File: config.mk
export PLATFORM = sky130hd
export DESIGN_NAME = dbg_entry_ctrl
export DESIGN_NICKNAME = d
export VERILOG_FILES = /design/src/rtl/dbg_entry_pkg.sv /design/src/rtl/dbg_pipe_model.sv /design/src/rtl/dbg_src_merge.sv /design/src/rtl/dbg_state_ctl.sv /design/src/rtl/dbg_entry_ctrl.sv
export SDC_FILE = /design/constraint.sdc
export NUM_CORES = 1
export LEC_CHECK = 0
export BUFFER_PORTS_ARGS = -buffer_cell sky130_fd_sc_hd__buf_2
export CAP_MARGIN = 5
export CORE_AREA = 2 2 39 41
export DETAILED_ROUTE_END_ITERATION = 8
export DIE_AREA = 0 0 41 43
export PLACE_DENSITY = 0.79
export SYNTH_ARGS = -nofsm -noshare
export SYNTH_HDL_FRONTEND = slang
export SYNTH_SLANG_ARGS = --single-unit
File: constraint.sdc
create_clock -name clk -period 1.4 [get_ports clk]
set_input_delay 0.21 -clock clk [delete_from_list [all_inputs] [get_ports clk]]
set_output_delay 0.21 -clock clk [all_outputs]
set_load 0.02 [all_outputs]
File: src/rtl/dbg_entry_pkg.sv
// Shared types for the debug-entry controller.
// Assumes: cause bit order is part of the visible behaviour.
package dbg_entry_pkg;
    localparam int CAUSE_W    = 4;
    localparam int CAUSE_EXT  = 0;
    localparam int CAUSE_CTRL = 1;
    localparam int CAUSE_BKPT = 2;
    localparam int CAUSE_WPT  = 3;

    // One pipeline slot: occupancy and breakpoint tag of its instruction.
    typedef struct packed {
        logic vld;
        logic bkpt;
    } slot_t;

    typedef logic [CAUSE_W-1:0] cause_t;
endpackage

File: src/rtl/dbg_pipe_model.sv
// Token model of the core pipeline: stage 0 is fetch, the last stage is
// execute. The breakpoint flag is attached when a token leaves fetch.
// Assumes: DEPTH >= 3; hold freezes everything; drain_ex removes the
// execute token and freezes the younger stages for that edge.
module dbg_pipe_model
    import dbg_entry_pkg::*;
#(
    parameter int DEPTH = 3
) (
    input  logic  clk,
    input  logic  rst_n,
    input  logic  hold,
    input  logic  drain_ex,
    input  logic  fetch_req,
    input  logic  flush,
    input  logic  ibkpt,
    output slot_t ex_slot
);
    localparam int EX = DEPTH - 1;

    slot_t [DEPTH-1:0] stg;
    slot_t [DEPTH-1:0] nxt;
    logic              adv;

    assign adv = !drain_ex;

    // Fetch stage: new token on request, cleared by flush.
    assign nxt[0] = flush ? '0 :
                    (adv ? slot_t'{vld: fetch_req, bkpt: 1'b0} : stg[0]);

    // First decode stage: attach the breakpoint flag on the way in.
    assign nxt[1] = flush ? '0 :
                    (adv ? slot_t'{vld: stg[0].vld,
                                   bkpt: stg[0].bkpt | (stg[0].vld & ibkpt)}
                         : stg[1]);

    // Further decode stages for deeper configurations.
    generate
        for (genvar k = 2; k < EX; k++) begin : g_mid
            assign nxt[k] = flush ? '0 : (adv ? stg[k-1] : stg[k]);
        end
    endgenerate

    // Execute stage: a flushed or draining pipeline feeds it nothing.
    assign nxt[EX] = (flush || drain_ex) ? '0 : stg[EX-1];

    // Stage registers: advance unless the core is halted.
    always_ff @(posedge clk) begin
        if (!rst_n) begin
            stg <= '0;
        end else if (!hold) begin
            stg <= nxt;
        end
    end

    assign ex_slot = stg[EX];
endmodule

File: src/rtl/dbg_src_merge.sv
// Collects the debug entry sources: control register, merged request,
// delayed data-request flag and the execute-stage breakpoint tag.
// Assumes: halted comes from the state controller; sources are ignored
// while halted or while dbg_en is low.
module dbg_src_merge
    import dbg_entry_pkg::*;
#(
    parameter int CTRL_W   = 4,
    parameter int HALT_BIT = 1
) (
    input  logic              clk,
    input  logic              rst_n,
    input  logic              halted,
    input  logic              dbg_en,
    input  logic              ext_req,
    input  logic              ctrl_we,
    input  logic [CTRL_W-1:0] ctrl_wdata,
    input  logic              dmem_req,
    input  logic              dwpt,
    input  slot_t             ex_slot,
    output logic              req_core,
    output cause_t            hits,
    output logic              entry
);
    logic [CTRL_W-1:0] ctrl_q;
    logic              dmem_q;
    cause_t            raw;

    // Control register: plain load on write strobe.
    always_ff @(posedge clk) begin
        if (!rst_n) begin
            ctrl_q <= '0;
        end else if (ctrl_we) begin
            ctrl_q <= ctrl_wdata;
        end
    end

    // Remember a data request so the watchpoint flag is taken a cycle later.
    always_ff @(posedge clk) begin
        if (!rst_n) begin
            dmem_q <= 1'b0;
        end else begin
            dmem_q <= dmem_req & ~halted;
        end
    end

    assign req_core = ext_req | ctrl_q[HALT_BIT];

    // Raw source vector in cause-bit order.
    always_comb begin
        raw             = '0;
        raw[CAUSE_EXT]  = ext_req;
        raw[CAUSE_CTRL] = ctrl_q[HALT_BIT];
        raw[CAUSE_BKPT] = ex_slot.vld & ex_slot.bkpt;
        raw[CAUSE_WPT]  = dmem_q & dwpt;
    end

    assign hits  = (dbg_en && !halted) ? raw : '0;
    assign entry = |hits;
endmodule

File: src/rtl/dbg_state_ctl.sv
// Debug state flag, sticky cause record and executed pulse.
// Assumes: entry is only raised outside debug state; restart is honoured
// only while halted.
module dbg_state_ctl
    import dbg_entry_pkg::*;
(
    input  logic   clk,
    input  logic   rst_n,
    input  logic   dbg_en,
    input  logic   entry,
    input  cause_t hits,
    input  logic   restart,
    input  slot_t  ex_slot,
    input  logic   cond_pass,
    output logic   halted,
    output cause_t cause,
    output logic   instr_exec
);
    logic leave;
    logic bk_block;

    assign leave    = halted & restart;
    assign bk_block = dbg_en & ex_slot.bkpt;

    // Debug state flag: set on entry, cleared by restart.
    always_ff @(posedge clk) begin
        if (!rst_n) begin
            halted <= 1'b0;
        end else if (leave) begin
            halted <= 1'b0;
        end else if (entry) begin
            halted <= 1'b1;
        end
    end

    // Cause record: accumulate at entry, wipe on restart.
    always_ff @(posedge clk) begin
        if (!rst_n) begin
            cause <= '0;
        end else if (leave) begin
            cause <= '0;
        end else if (entry) begin
            cause <= cause | hits;
        end
    end

    // Executed pulse for the instruction that just left execute.
    always_ff @(posedge clk) begin
        if (!rst_n) begin
            instr_exec <= 1'b0;
        end else begin
            instr_exec <= ~halted & ex_slot.vld & cond_pass & ~bk_block;
        end
    end
endmodule

File: src/rtl/dbg_entry_ctrl.sv
// Top of the debug-entry controller: pipeline token model, source merge
// and state control.
// Assumes: single clock, synchronous active-low reset.
module dbg_entry_ctrl
    import dbg_entry_pkg::*;
#(
    parameter int CTRL_W   = 4,
    parameter int HALT_BIT = 1,
    parameter int DEPTH    = 3
) (
    input  logic              clk,
    input  logic              rst_n,
    input  logic              dbg_en,
    input  logic              ext_req,
    input  logic              ctrl_we,
    input  logic [CTRL_W-1:0] ctrl_wdata,
    input  logic              fetch_req,
    input  logic              ibkpt,
    input  logic              flush,
    input  logic              cond_pass,
    input  logic              dmem_req,
    input  logic              dwpt,
    input  logic              restart,
    output logic              dbg_req_core,
    output logic              dbg_ack,
    output logic              instr_exec,
    output logic [CAUSE_W-1:0] dbg_cause
);
    slot_t  ex_slot;
    cause_t hits;
    cause_t cause;
    logic   entry;
    logic   halted;

    dbg_pipe_model #(.DEPTH(DEPTH)) u_pipe (
        .clk       (clk),
        .rst_n     (rst_n),
        .hold      (halted),
        .drain_ex  (entry),
        .fetch_req (fetch_req),
        .flush     (flush),
        .ibkpt     (ibkpt),
        .ex_slot   (ex_slot)
    );

    dbg_src_merge #(.CTRL_W(CTRL_W), .HALT_BIT(HALT_BIT)) u_merge (
        .clk        (clk),
        .rst_n      (rst_n),
        .halted     (halted),
        .dbg_en     (dbg_en),
        .ext_req    (ext_req),
        .ctrl_we    (ctrl_we),
        .ctrl_wdata (ctrl_wdata),
        .dmem_req   (dmem_req),
        .dwpt       (dwpt),
        .ex_slot    (ex_slot),
        .req_core   (dbg_req_core),
        .hits       (hits),
        .entry      (entry)
    );

    dbg_state_ctl u_state (
        .clk        (clk),
        .rst_n      (rst_n),
        .dbg_en     (dbg_en),
        .entry      (entry),
        .hits       (hits),
        .restart    (restart),
        .ex_slot    (ex_slot),
        .cond_pass  (cond_pass),
        .halted     (halted),
        .cause      (cause),
        .instr_exec (instr_exec)
    );

    assign dbg_ack   = halted;
    assign dbg_cause = cause;
endmodule

# Word level (Yosys, flattened, before mapping)
# Index checks and enable logic that the tools add are counted.
[word_totals]
word_cells = 39
in_bits = 16
output_inout_bits = 7
ff_bits = 15
[classes]
n_eq_ne = 1
muxes = 6
reduce_logical = 6
bitwise_logic = 15
[ops]
columns = ["cell", "count"]
rows = [
  ["$mux W2", 5],
  ["$and A1 B1 Y1", 9],
  ["$mux W4", 1],
  ["$or A4 B4 Y4", 1],
  ["$reduce_or A4 Y1", 1],
  ["$not A1 Y1", 3],
  ["$ne A2 B2 Y1 const B", 1],
  ["$or A1 B1 Y1", 2],
  ["$reduce_and A2 Y1", 1],
  ["$reduce_or A2 Y1", 1],
  ["$logic_and A1 B1 Y1", 1],
  ["$logic_not A1 Y1", 1],
  ["$logic_or A1 B1 Y1", 1],
]

# Longest topological paths before layout
# Gate-level depths: netlist of the first run.
[depth]
word_depth = 6
depth_mapped = 4
mapped_depth_nobuf = 3

# Modules after synthesis
# Synthesis of the first run repeated with hierarchy kept, for this count alone.
[unflattened]
hier_cells = 60
area_unflattened_um2 = 534.3
[by_module_without_submodules]
columns = ["mod", "cells_each", "n_inst", "area_each_um2"]
rows = [
  ["dbg_pipe_model", 25, 1, 211.5],
  ["dbg_state_ctl", 19, 1, 192.7],
  ["dbg_src_merge", 16, 1, 130.1],
]

# Worst setup path after synthesis of the first run
# OpenSTA, ideal clock, no wires.
[synth_timing]
path_type = "reg-to-reg"
from = "register u_state.halted"
to = "register u_pipe.stg[1] (netlist bit)"
setup_ns = 0.072
arrival_time_ns = 0.984
slack_ns = 0.344
stages_incl_launch_ff = 5
required_ns = 1.328
n_path_buf = 1
period_less_slack_ns = 1.056
cell_sequence = "dfxtp_1 > buf_2 > and2_1 > o21ai_0 > mux2i_1"
[synth_between]
elab_chain_len = 6
elab_cells_between_ends = 7
cone_classes = "1 x eq/ne; 1 x mux; 1 x bitwise; 4 x reduce/logical"
[synth_lines]
columns = ["item", "line", "rtl"]
rows = [
  ["start, declared", "dbg_state_ctl.sv:15", "output logic halted,"],
  ["start signal, assigned", "dbg_state_ctl.sv:28", "halted <= 1'b0;"],
  ["start signal, assigned", "dbg_state_ctl.sv:30", "halted <= 1'b0;"],
  ["start signal, assigned", "dbg_state_ctl.sv:32", "halted <= 1'b1;"],
  ["$logic_not A1 Y1", "dbg_src_merge.sv:58", "assign hits = (dbg_en && !halted) ? raw : '0;"],
  ["$logic_and A1 B1 Y1", "dbg_src_merge.sv:58", ""],
  ["$mux W4", "dbg_src_merge.sv:58", ""],
  ["$reduce_or A4 Y1", "dbg_src_merge.sv:59", "assign entry = |hits;"],
  ["$ne A2 B2 Y1 (no source line)", "--", ""],
  ["$reduce_and A2 Y1 (no source line) *", "--", ""],
  ["end signal, assigned", "dbg_pipe_model.sv:52", "stg <= nxt;"],
  ["end, declared", "dbg_pipe_model.sv:21", "slot_t [DEPTH-1:0] stg;"],
]
# Mark *: on every way between the ends. The rest lies on a longest branch, timed or not.
# A chain may end at the register's enable or synchronous reset.

# Worst setup path in the final report of the first run
[layout_timing]
from = "register u_merge.ctrl_q[1]"
to = "output dbg_req_core"
[layout_between]
elab_chain_len = 1
[layout_lines]
columns = ["item", "line", "rtl"]
rows = [
  ["start, declared", "dbg_src_merge.sv:25", "logic [CTRL_W-1:0] ctrl_q;"],
  ["start signal, assigned", "dbg_src_merge.sv:34", "ctrl_q <= ctrl_wdata;"],
  ["$or A1 B1 Y1", "dbg_src_merge.sv:47", "assign req_core = ext_req | ctrl_q[HALT_BIT];"],
  ["end, declared", "dbg_entry_ctrl.sv:24", "output logic dbg_req_core,"],
]
# Every way passes these cells.

==> results of run 1 <==
==> flip-flops by register name, indices dropped and copies added (netlist names) <==
signal	cells
u_pipe.ex_slot	2
u_state.cause	4
u_pipe.stg	3
u_state.halted	1
u_merge.ctrl_q	1
u_merge.dmem_q	1
u_state.instr_exec	1
==> cells in the mapped netlist (2+ instances only) <==
master and number:
sky130_fd_sc_hd__a21oi_1 3, sky130_fd_sc_hd__a31oi_1 2, sky130_fd_sc_hd__and2_1 2, sky130_fd_sc_hd__buf_2 2
sky130_fd_sc_hd__dfxtp_1 13, sky130_fd_sc_hd__mux2i_1 4, sky130_fd_sc_hd__nand2_1 4, sky130_fd_sc_hd__nand3_1 3
sky130_fd_sc_hd__nor2_1 5, sky130_fd_sc_hd__nor2b_1 5, sky130_fd_sc_hd__o211ai_1 3, sky130_fd_sc_hd__o21ai_0 2
sky130_fd_sc_hd__o21ai_1 2
==> layer usage <==
metal  share of wire, %  vias up
met5                  0        -
met4                1.4        0
met3                4.7        2
met2                 47       13
met1                 46      210
li1                   -      249
==> cell usage in the layout, fill, tap and decap left out, drive strengths merged, types with 2 or more instances in the layout <==
cell type,instances
dfxtp,13
and2,2
nor2,5
o21ai,4
buf,20
nand3,3
nor2b,5
a21oi,5
clkbuf,4
o211ai,3
nand2,4
mux2i,4
a31oi,2
==> critical path, delay by kind of cell, from the launching register on <==
| kind | cells | cell delay (ps) |
|---|---|---|
| AND/OR/NAND/NOR | 1 | 290 |
| buffers and inverters | 1 | 160 |
| flip-flops | 1 | 340 |
==> cell type report <==
| cell class | instances | share of cell area, % |
|---|---|---|
| Clock buffer | 4 | 3.85 |
| Inverter | 1 | 0.549 |
| Multi-Input combinational cell | 42 | 39.6 |
| Sequential cell | 13 | 38.1 |
| Tap cell | 16 | 2.93 |
| Timing Repair Buffer | 20 | 15.0 |
==> report_power, final <==
part           leakage (nW)  internal (mW)  switching, mW
clock                0.0150          0.110          0.116
combinational         0.182         0.0458         0.0557
sequential            0.106          0.382         0.0115
total                 0.303          0.538          0.183
==> kinds of logic after synthesis <==
logic type	count (synthesis)	share of synthesized area, %
AOI/OAI and AO/OA	15	19.8
buffers and inverters	3	2.53
muxes	4	7.36
and+or+nand+nor	23	22.5
DFF	13	47.8
==> worst paths after layout <==
path,endpoint,slack (ps),depth (start not counted),from
worst min register to register,u_pipe.ex_slot[0],460,2,u_pipe.stg[2]
worst max register to register,u_pipe.stg[3],350,3,u_state.halted
worst max-delay path,dbg_req_core,130,2,u_merge.ctrl_q[1]
worst min-delay path,u_state.instr_exec,150,2,dbg_en
==> per-stage QoR <==
step                hold WS (ps)  total power, mW  util [%]  area, um2
CTS                          131            0.736      49.4        683
global route                 140            0.765      49.4        683
floorplan                    302            0.466         -        544
detailed placement           426            0.506      47.5        657
finish                       148            0.721      49.4        683
global placement             420            0.503      47.5        657
==> reports/qor.csv, run 1 <==
metric;value;unit
outcome;finished clean;
synth_largest_type_area_fraction;47.8;%
grt_start_max_net_pins;14;
final_hold_viol_count;0;
grt_first_pass_wirelength;1.66;mm
core;1380;um2
hold_buffers;0;
grtUsageMet3;3.14;%
worst_ep_required_time;1190;ps
postCtsResizedCells;0;
cts-htree-levels;1;
timing.slew.headroom;82.3;%
achievable-frequency;788;MHz
worst_setup_hold_path_clk_slew;80;ps
clock_tree_buf_depth;2;
first_global_vias;405;
ys_seq_elements;13;
critPathSlowestCell;sky130_fd_sc_hd__dfxtp_1;
worst_slew_pin_slew;265;ps
num_vias;474;
synth_top_cell_by_area;sky130_fd_sc_hd__dfxtp_1;
num-fill-cells;133;
final.setup_skew;3.95;ps
post_synth_main_area_contributors;sky130_fd_sc_hd__dfxtp_1, sky130_fd_sc_hd__mux2i_1, sky130_fd_sc_hd__nor2b_1, sky130_fd_sc_hd__o211ai_1, sky130_fd_sc_hd__nor2_1;
slack_of_the_critical_path;131;ps
fin_nets;97;
post_route_cells_drive_above_1_share;33.8;%
antenna_found_initial;0;
synth_async_sr_flop_share;0;%
cp-start-kind;flip-flop;
post-route-drc-count;0;
ys_warn_count;0;
drt_first_iter_violations;4;
synth.cell_area;544;um2
grt_use_met1;17.9;%
route.detailed.wl_per_inst;10.1;um
place_congestion;0.658;
post_synth.cell_area_avg;9.38;um2
fin_setup_tns;0;ps
finalCriticalPeriod;1270;ps
clk-insertion-delay-late;270;ps
timing.critical_path.fanout_max;4;
report.final.slew_viol_count;0;
power_per_cell_area;1060;nW/um2
tritoncts_num_sinks;13;
cts.root.buffer_cell;sky130_fd_sc_hd__clkbuf_4;
dp.final_hpwl;759;um
worst_setup_path_end_kind;output port;
rsz0062_at_grt;false;
fp-row-count;14;
grt_util_all_layers;13.9;%
kind_of_critical_path;reg2out;
final-setup-viol-count;0;
port-buffer-count;19;
detailedPlace.worstSlack;348;ps
grt_overflow;0;
cts_tree;yes;
layout_worst_path_cycle_share;90.6;%
dominant_synthesized_flop_cell;sky130_fd_sc_hd__dfxtp_1;
synth_seq_area_share;47.8;%
cts_buffers;3;
grt_most_used_layer;met2;
static-leakage-power;0.303;nW
synth_cell_type_count;21;
netlist_instances;58;
postRouteWirelength;969;um
synth_edf_count;0;
mappedNetlistNets;74;
vdd_drop_max;0.510;mV
chipWidth;41;um
arrival;1060;ps
drt-pass1-iter-count;3;
critical_path.max_stage_delay;340;ps
initial_core_util;39.3;%
placed_cells_incl_taps;92;
post_drt_via_cell_ratio;4.94;
hold_path.class;in2reg;
die_area;1760;um2
register_area;260;um2
floorplan.die.height;43;um
area_growth;25.5;%
grtUsageMet2;19.4;%
design.portCount;23;
cts_setup_buffers;0;
multi_input_comb_area;270;um2
ant_nets;0;
cap_viol_max_count;0;
finish.cell_count_without_fillers;96;
sequence_of_cells_on_the_critical_path;or2_2 > buf_2;
antenna_cells;0;
Note: power is estimated with default switching activity, not from simulation.
==> run 2: changes to the inputs <==
--- a/config.mk
+++ b/config.mk
@@ -5,12 +5,14 @@
 export SDC_FILE = /design/constraint.sdc
 export NUM_CORES = 1
 export LEC_CHECK = 0
-export BUFFER_PORTS_ARGS = -buffer_cell sky130_fd_sc_hd__buf_2
+export ABC_AREA = 1
+export BUFFER_PORTS_ARGS = -buffer_cell sky130_fd_sc_hd__buf_4
 export CAP_MARGIN = 5
 export CORE_AREA = 2 2 39 41
 export DETAILED_ROUTE_END_ITERATION = 8
 export DIE_AREA = 0 0 41 43
 export PLACE_DENSITY = 0.79
+export SLEW_MARGIN = 20
 export SYNTH_ARGS = -nofsm -noshare
 export SYNTH_HDL_FRONTEND = slang
 export SYNTH_SLANG_ARGS = --single-unit
==> reports/qor.csv, run 2 <==
metric;value;unit;change
outcome;finished clean;;unchanged
design.portCount;23;;unchanged
fin_setup_tns;0;ps;unchanged
power.total;777;uW;was 721 uW
synth_largest_type_area_fraction;47.7;%;was 47.8%
largest_reg_flops;4;;unchanged
die_area;1760;um2;unchanged
timing.critical_path.fanout_max;6;;was 4
num-fill-cells;143;;was 133
worst_slew_pin_slew;205;ps;was 265 ps
fin_nets;114;;was 97
area_growth;36.0;%;was 25.5%
worst_ep_required_time;1190;ps;about the same
tritoncts_num_sinks;13;;unchanged
mappedNetlistNets;89;;was 74
grt_overflow;0;;unchanged
netlist_instances;73;;was 58
report.final.slew_viol_count;0;;unchanged
cts-htree-levels;1;;unchanged
kind_of_critical_path;reg2out;;unchanged
ys_seq_elements;13;;unchanged
synth_commonest_cells;sky130_fd_sc_hd__dfxtp_1, sky130_fd_sc_hd__nand2_1, sky130_fd_sc_hd__nor2_1;;was sky130_fd_sc_hd__dfxtp_1, sky130_fd_sc_hd__nor2_1, sky130_fd_sc_hd__nor2b_1
post-route-drc-count;0;;unchanged
place_congestion;0.748;;was 0.658
synth_top_cell_by_area;sky130_fd_sc_hd__dfxtp_1;;unchanged
hold_buffers;0;;unchanged
cts.root.buffer_cell;sky130_fd_sc_hd__clkbuf_4;;unchanged
postPlaceCellArea;716;um2;was 657 um2
worst_setup_hold_path_clk_slew;70;ps;was 80 ps
post_synth.cell_area_avg;7.47;um2;was 9.38 um2
antenna_cells;0;;unchanged
clock_tree_buf_depth;2;;unchanged
final-setup-viol-count;0;;unchanged
post_route_cells_drive_above_1_share;36.1;%;was 33.8%
mostFrequentLayoutCells;sky130_fd_sc_hd__buf_4, sky130_fd_sc_hd__dfxtp_1, sky130_fd_sc_hd__nand2_1;;was sky130_fd_sc_hd__buf_2, sky130_fd_sc_hd__dfxtp_1, sky130_fd_sc_hd__nor2b_1, sky130_fd_sc_hd__nor2_1
register_area;260;um2;unchanged
timing.slew.headroom;86.3;%;was 82.3%
dp.final_hpwl;851;um;was 759 um
rsz0062_at_grt;false;;unchanged
ant_nets;0;;unchanged
final_hold_viol_count;0;;unchanged
floorplan.die.height;43;um;unchanged
synth_edf_count;0;;unchanged
cts_buffers;3;;unchanged
final_design_area_no_fill;742;um2;was 683 um2
post_synth_main_area_contributors;sky130_fd_sc_hd__dfxtp_1, sky130_fd_sc_hd__a21oi_1, sky130_fd_sc_hd__nand2_1, sky130_fd_sc_hd__nor2_1, sky130_fd_sc_hd__nand3_1;;was sky130_fd_sc_hd__dfxtp_1, sky130_fd_sc_hd__mux2i_1, sky130_fd_sc_hd__nor2b_1, sky130_fd_sc_hd__o211ai_1, sky130_fd_sc_hd__nor2_1
chipWidth;41;um;unchanged
final.setup_skew;1.60;ps;was 3.95 ps
fp-row-count;14;;unchanged
arrival;930;ps;was 1060 ps
port-buffer-count;19;;unchanged
achievable-frequency;879;MHz;was 788 MHz
num_vias;530;;was 474
mostFrequentLayoutCell;sky130_fd_sc_hd__buf_4;;was sky130_fd_sc_hd__buf_2
drt-pass1-iter-count;4;;was 3
route.detailed.wl_per_inst;9.13;um;was 10.1 um
synthMostInstantiatedCell;sky130_fd_sc_hd__dfxtp_1;;unchanged
dominant_synthesized_flop_cell;sky130_fd_sc_hd__dfxtp_1;;unchanged
worst_setup_path_end_kind;output port;;unchanged
synth_async_sr_flop_share;0;%;unchanged
synth_seq_area_share;47.7;%;was 47.8%
antenna_found_initial;0;;unchanged
cap_viol_max_count;0;;unchanged
postRouteWirelength;1.03;mm;was 969 um
post_drt_via_cell_ratio;4.69;;was 4.94
synth_cell_type_count;14;;was 21
grt_first_pass_wirelength;1.65;mm;was 1.66 mm
grt_util_all_layers;13.9;%;about the same
largest_register;u_state.cause;;unchanged
core;1380;um2;unchanged
hold_path.class;in2reg;;unchanged
grt_start_max_net_pins;8;;was 14
postCtsResizedCells;0;;unchanged
cp-start-kind;flip-flop;;unchanged
drt_first_iter_violations;6;;was 4
synth.cell_area;546;um2;was 544 um2
worst-r2r-cell-count;6;;was 3
clk-insertion-delay-late;280;ps;was 270 ps
whs_path_depth;2;;unchanged
finalCriticalPeriod;1140;ps;was 1270 ps
static-leakage-power;0.346;nW;was 0.303 nW
initial_core_util;39.4;%;was 39.3%
first_global_vias;444;;was 405
multi_input_comb_area;236;um2;was 270 um2
cts_setup_buffers;0;;unchanged
cts_tree;yes;;unchanged
power_per_cell_area;1050;nW/um2;was 1060 nW/um2
layout_worst_path_cycle_share;81.3;%;was 90.6%
ys_warn_count;0;;unchanged
vdd_drop_max;0.627;mV;was 0.510 mV
[run 2: changes by cell type after synthesis, moves of 5 or more]
| cell | previous run | this run |
|---|---|---|
| sky130_fd_sc_hd__nand2_1 | 4 | 12 |
| sky130_fd_sc_hd__nor2b_1 | 5 | 0 |
| sky130_fd_sc_hd__inv_2 | 0 | 5 |
| sky130_fd_sc_hd__nor2_1 | 5 | 10 |
| sky130_fd_sc_hd__a21oi_1 | 3 | 9 |
| sky130_fd_sc_hd__inv_1 | 1 | 8 |
[run 2: final cells by class]
cell class,instances,share of cell area (%)
flip-flops and latches,13,35.1
multi-input cells,47,31.9
clock buffers,4,3.54
well taps,16,2.70
repair buffers,20,20.2
inverters,13,6.58
[run 2: worst max-delay path: stages (launching register included)]
cell and delay (ps):
sky130_fd_sc_hd__dfxtp_1 350, sky130_fd_sc_hd__buf_4 150, sky130_fd_sc_hd__buf_4 140
[run 2: logic make-up after synthesis]
kind of cell | Yosys count | synth area share (%)
buffers and inverters | 13 | 8.95
DFF | 13 | 47.7
AOI/OAI and AO/OA | 14 | 15.6
and+or+nand+nor | 33 | 27.8
[run 2: metal layers]
metal	track usage [%]	up-vias	share of wire (%)
li1	-	280	-
met1	16.4	229	41
met2	21.9	18	49
met3	3.14	3	7.7
met4	8.00	0	2.6
met5	0	-	0
[run 2: per-stage QoR]
stage	instances	hold WS, ps	utilization, %	worst slack, ps
3_3_place_gp	109	426	51.7	417
3_5_place_dp	109	432	51.7	378
4_1_cts	113	137	53.6	249
5_1_grt	113	152	53.6	194
6_report	113	135	53.6	262
2_1_floorplan	73	307	-	250
[run 2: worst paths after layout]
| check | from | end | slack [ps] |
|---|---|---|---|
| setup / recovery | u_state.halted | dbg_ack | 260 |
| hold / removal | dbg_en | u_state.instr_exec | 140 |
| setup reg to reg | u_pipe.ex_slot[0] | u_pipe.stg[2] | 380 |
| hold reg to reg | u_state.cause[0] | u_state.cause[0] | 450 |
[run 2: power by group]
group / switching, mW / internal (mW) / leakage [nW]
Sequential: 0.00904 / 0.386 / 0.106
Clock: 0.120 / 0.111 / 0.0150
Combinational: 0.0855 / 0.0655 / 0.226
Total: 0.215 / 0.562 / 0.346
==> run 3: changes to the inputs <==
--- a/config.mk
+++ b/config.mk
@@ -5,12 +5,12 @@
 export SDC_FILE = /design/constraint.sdc
 export NUM_CORES = 1
 export LEC_CHECK = 0
-export ABC_AREA = 1
+export ABC_AREA = 0
 export BUFFER_PORTS_ARGS = -buffer_cell sky130_fd_sc_hd__buf_4
 export CAP_MARGIN = 5
-export CORE_AREA = 2 2 39 41
+export CORE_MARGIN = 2
+export CORE_UTILIZATION = 39
 export DETAILED_ROUTE_END_ITERATION = 8
-export DIE_AREA = 0 0 41 43
 export PLACE_DENSITY = 0.79
 export SLEW_MARGIN = 20
 export SYNTH_ARGS = -nofsm -noshare
==> constraint.sdc (replaced) <==
create_clock -name clk -period 0.95 [get_ports clk]
set_input_delay 0.1425 -clock clk [delete_from_list [all_inputs] [get_ports clk]]
set_output_delay 0.1425 -clock clk [all_outputs]
set_load 0.02 [all_outputs]
==> reports/qor.csv, run 3 (synthesis gave the netlist of run 1 again) <==
metric;value;unit;change
antenna_found_initial;0;;unchanged
hold_path.class;in2reg;;unchanged
outcome;finished with violations;;was finished clean
power.combinational.fraction;18.4;%;was 19.4%
place_congestion;0.678;;was 0.748
report.final.slew_viol_count;0;;unchanged
post-route-drc-count;0;;unchanged
tritoncts_num_sinks;13;;unchanged
first_global_vias;460;;was 444
largest_register;u_state.cause;;unchanged
total_switching_power;296;uW;was 215 uW
p_int;844;uW;was 562 uW
layout_worst_path_cycle_share;115;%;
final_hold_viol_count;0;;unchanged
achievable-frequency;917;MHz;
rsz0062_at_grt;true;;was false
area_growth;48.0;%;was 36.0%
final-setup-viol-count;8;;was 0
cap_viol_max_count;0;;unchanged
grt_start_max_net_pins;14;;was 8
drt-pass1-iter-count;2;;was 4
cts-htree-levels;1;;unchanged
power.total;1.14;mW;was 777 uW
grt_overflow;0;;unchanged
design.portCount;23;;unchanged
static-leakage-power;0.351;nW;was 0.346 nW
cts.root.buffer_cell;sky130_fd_sc_hd__clkbuf_4;;unchanged
clk-insertion-delay-late;280;ps;about the same
floorplan.die.height;41.4;um;was 43 um
worst_slew_pin_slew;230;ps;was 205 ps
kind_of_critical_path;reg2out;;unchanged
worst_ep_required_time;810;ps;was 1190 ps
drt_first_iter_violations;1;;was 6
antenna_cells;0;;unchanged
mostFrequentLayoutCell;sky130_fd_sc_hd__buf_4;;unchanged
largest_reg_flops;4;;unchanged
chipWidth;41.4;um;was 41 um
route.detailed.wl_per_inst;11.5;um;was 9.13 um
clock_power_share;30.4;%;was 29.7%
arrival;950;ps;was 930 ps
finalCriticalPeriod;1090;ps;
cts_tree;yes;;unchanged
clock_tree_buf_depth;2;;unchanged
violations;negative setup slack;;
finish.cell_count_without_fillers;100;;was 113
ant_nets;0;;unchanged
timing.critical_path.fanout_max;2;;was 6
core;1300;um2;was 1380 um2
initial_core_util;41.8;%;was 39.4%
fin_nets;102;;was 114
timing.slew.headroom;84.6;%;was 86.3%
final_core_utilization;61.9;%;was 53.6%
worst_setup_hold_path_clk_slew;80;ps;was 70 ps
cts_buffers;3;;unchanged
final_design_area_no_fill;806;um2;was 742 um2
final.setup_skew;3.78;ps;was 1.60 ps
power.share.switching;26.0;%;was 27.6%
fin_hold_ws;54.9;ps;was 135 ps
fp-row-count;13;;was 14
die_area;1710;um2;was 1760 um2
postPlaceCellArea;749;um2;was 716 um2
mostFrequentLayoutCells;sky130_fd_sc_hd__buf_4, sky130_fd_sc_hd__dfxtp_1, sky130_fd_sc_hd__nor2_1;;was sky130_fd_sc_hd__buf_4, sky130_fd_sc_hd__dfxtp_1, sky130_fd_sc_hd__nand2_1
num_vias;502;;was 530
grt_first_pass_wirelength;1.79;mm;was 1.65 mm
grt_util_all_layers;16.8;%;was 13.9%
postRouteWirelength;1.15;mm;was 1.03 mm
slack_of_the_critical_path;-141;ps;was 262 ps
vdd_drop_max;0.687;mV;was 0.627 mV
power.share.sequential;51.2;%;was 50.8%
dp.final_hpwl;867;um;was 851 um
post_drt_via_cell_ratio;5.02;;was 4.69
worst_setup_path_end_kind;output port;;unchanged
placed_cells_incl_taps;95;;was 109
post_route_cells_drive_above_1_share;42.4;%;was 36.1%
power_per_cell_area;1410;nW/um2;was 1050 nW/um2
cp-start-kind;flip-flop;;unchanged
port-buffer-count;19;;unchanged
-- run 3: cell types whose count changed in the layout (fill, tap and decap cells not counted), sizes merged, moves of 3 or more --
| cell | previous run | this run |
|---|---|---|
| o211ai | 0 | 3 |
| inv | 13 | 1 |
| nor2 | 11 | 5 |
| nand2 | 14 | 4 |
| a21oi | 10 | 5 |
| nand3 | 8 | 3 |
| nor2b | 0 | 5 |
| mux2i | 0 | 4 |
| buf | 20 | 25 |
-- run 3: critical path: stages (launching register included) --
cell and delay [ps]:
sky130_fd_sc_hd__dfxtp_2 330, sky130_fd_sc_hd__or2_4 220, sky130_fd_sc_hd__buf_6 130
-- run 3: stage by stage --
step,TNS (ps),worst slack [ps]
2_1_floorplan,0,17.7
3_3_place_gp,-11.5,-11.5
3_5_place_dp,-107,-43.8
4_1_cts,-598,-148
5_1_grt,-907,-179
6_report,-551,-141
-- run 3: timing repair --
item                       4_1_cts  5_1_grt
hold buffers                     0        0
gates resized for setup          5        3
setup endpoints to repair        6       11
buffers inserted                 1        0
pin swaps                        3        0
-- run 3: power groups by stage --
stage	registers [mW]	logic (mW)	clock network, mW
floorplan	0.602	0.0898	0
finish	0.583	0.210	0.347
detailed placement	0.594	0.193	0
global route	0.587	0.228	0.383
CTS	0.582	0.210	0.357
global placement	0.594	0.189	0
-- run 3: path summary, 6_finish.rpt --
path	slack [ps]	cells past startpoint	startpoint	endpoint
min reg2reg	470	2	u_state.cause[1]	u_state.cause[1]
max reg2reg	-110	4	u_merge.ctrl_q[1]	u_state.halted
min	50	2	dbg_en	u_state.instr_exec
max	-140	2	u_merge.ctrl_q[1]	dbg_req_core
-- run 3: cell type report --
| type | instances | area (um2) |
|---|---|---|
| multi-input cells | 42 | 283 |
| inverters | 1 | 3.75 |
| well taps | 15 | 18.8 |
| repair buffers | 25 | 208 |
| clock buffers | 4 | 26.3 |
| fillers | 119 | 495 |
| flip-flops and latches | 13 | 267 |
-- run 3: per-layer routing --
metal	part of all wire (%)	wire length [um]	GRT usage, %
met5	0	0	0
met4	1.4	16	9.68
met3	6.9	79	4.79
met2	53	608	30.5
met1	39	443	16.9
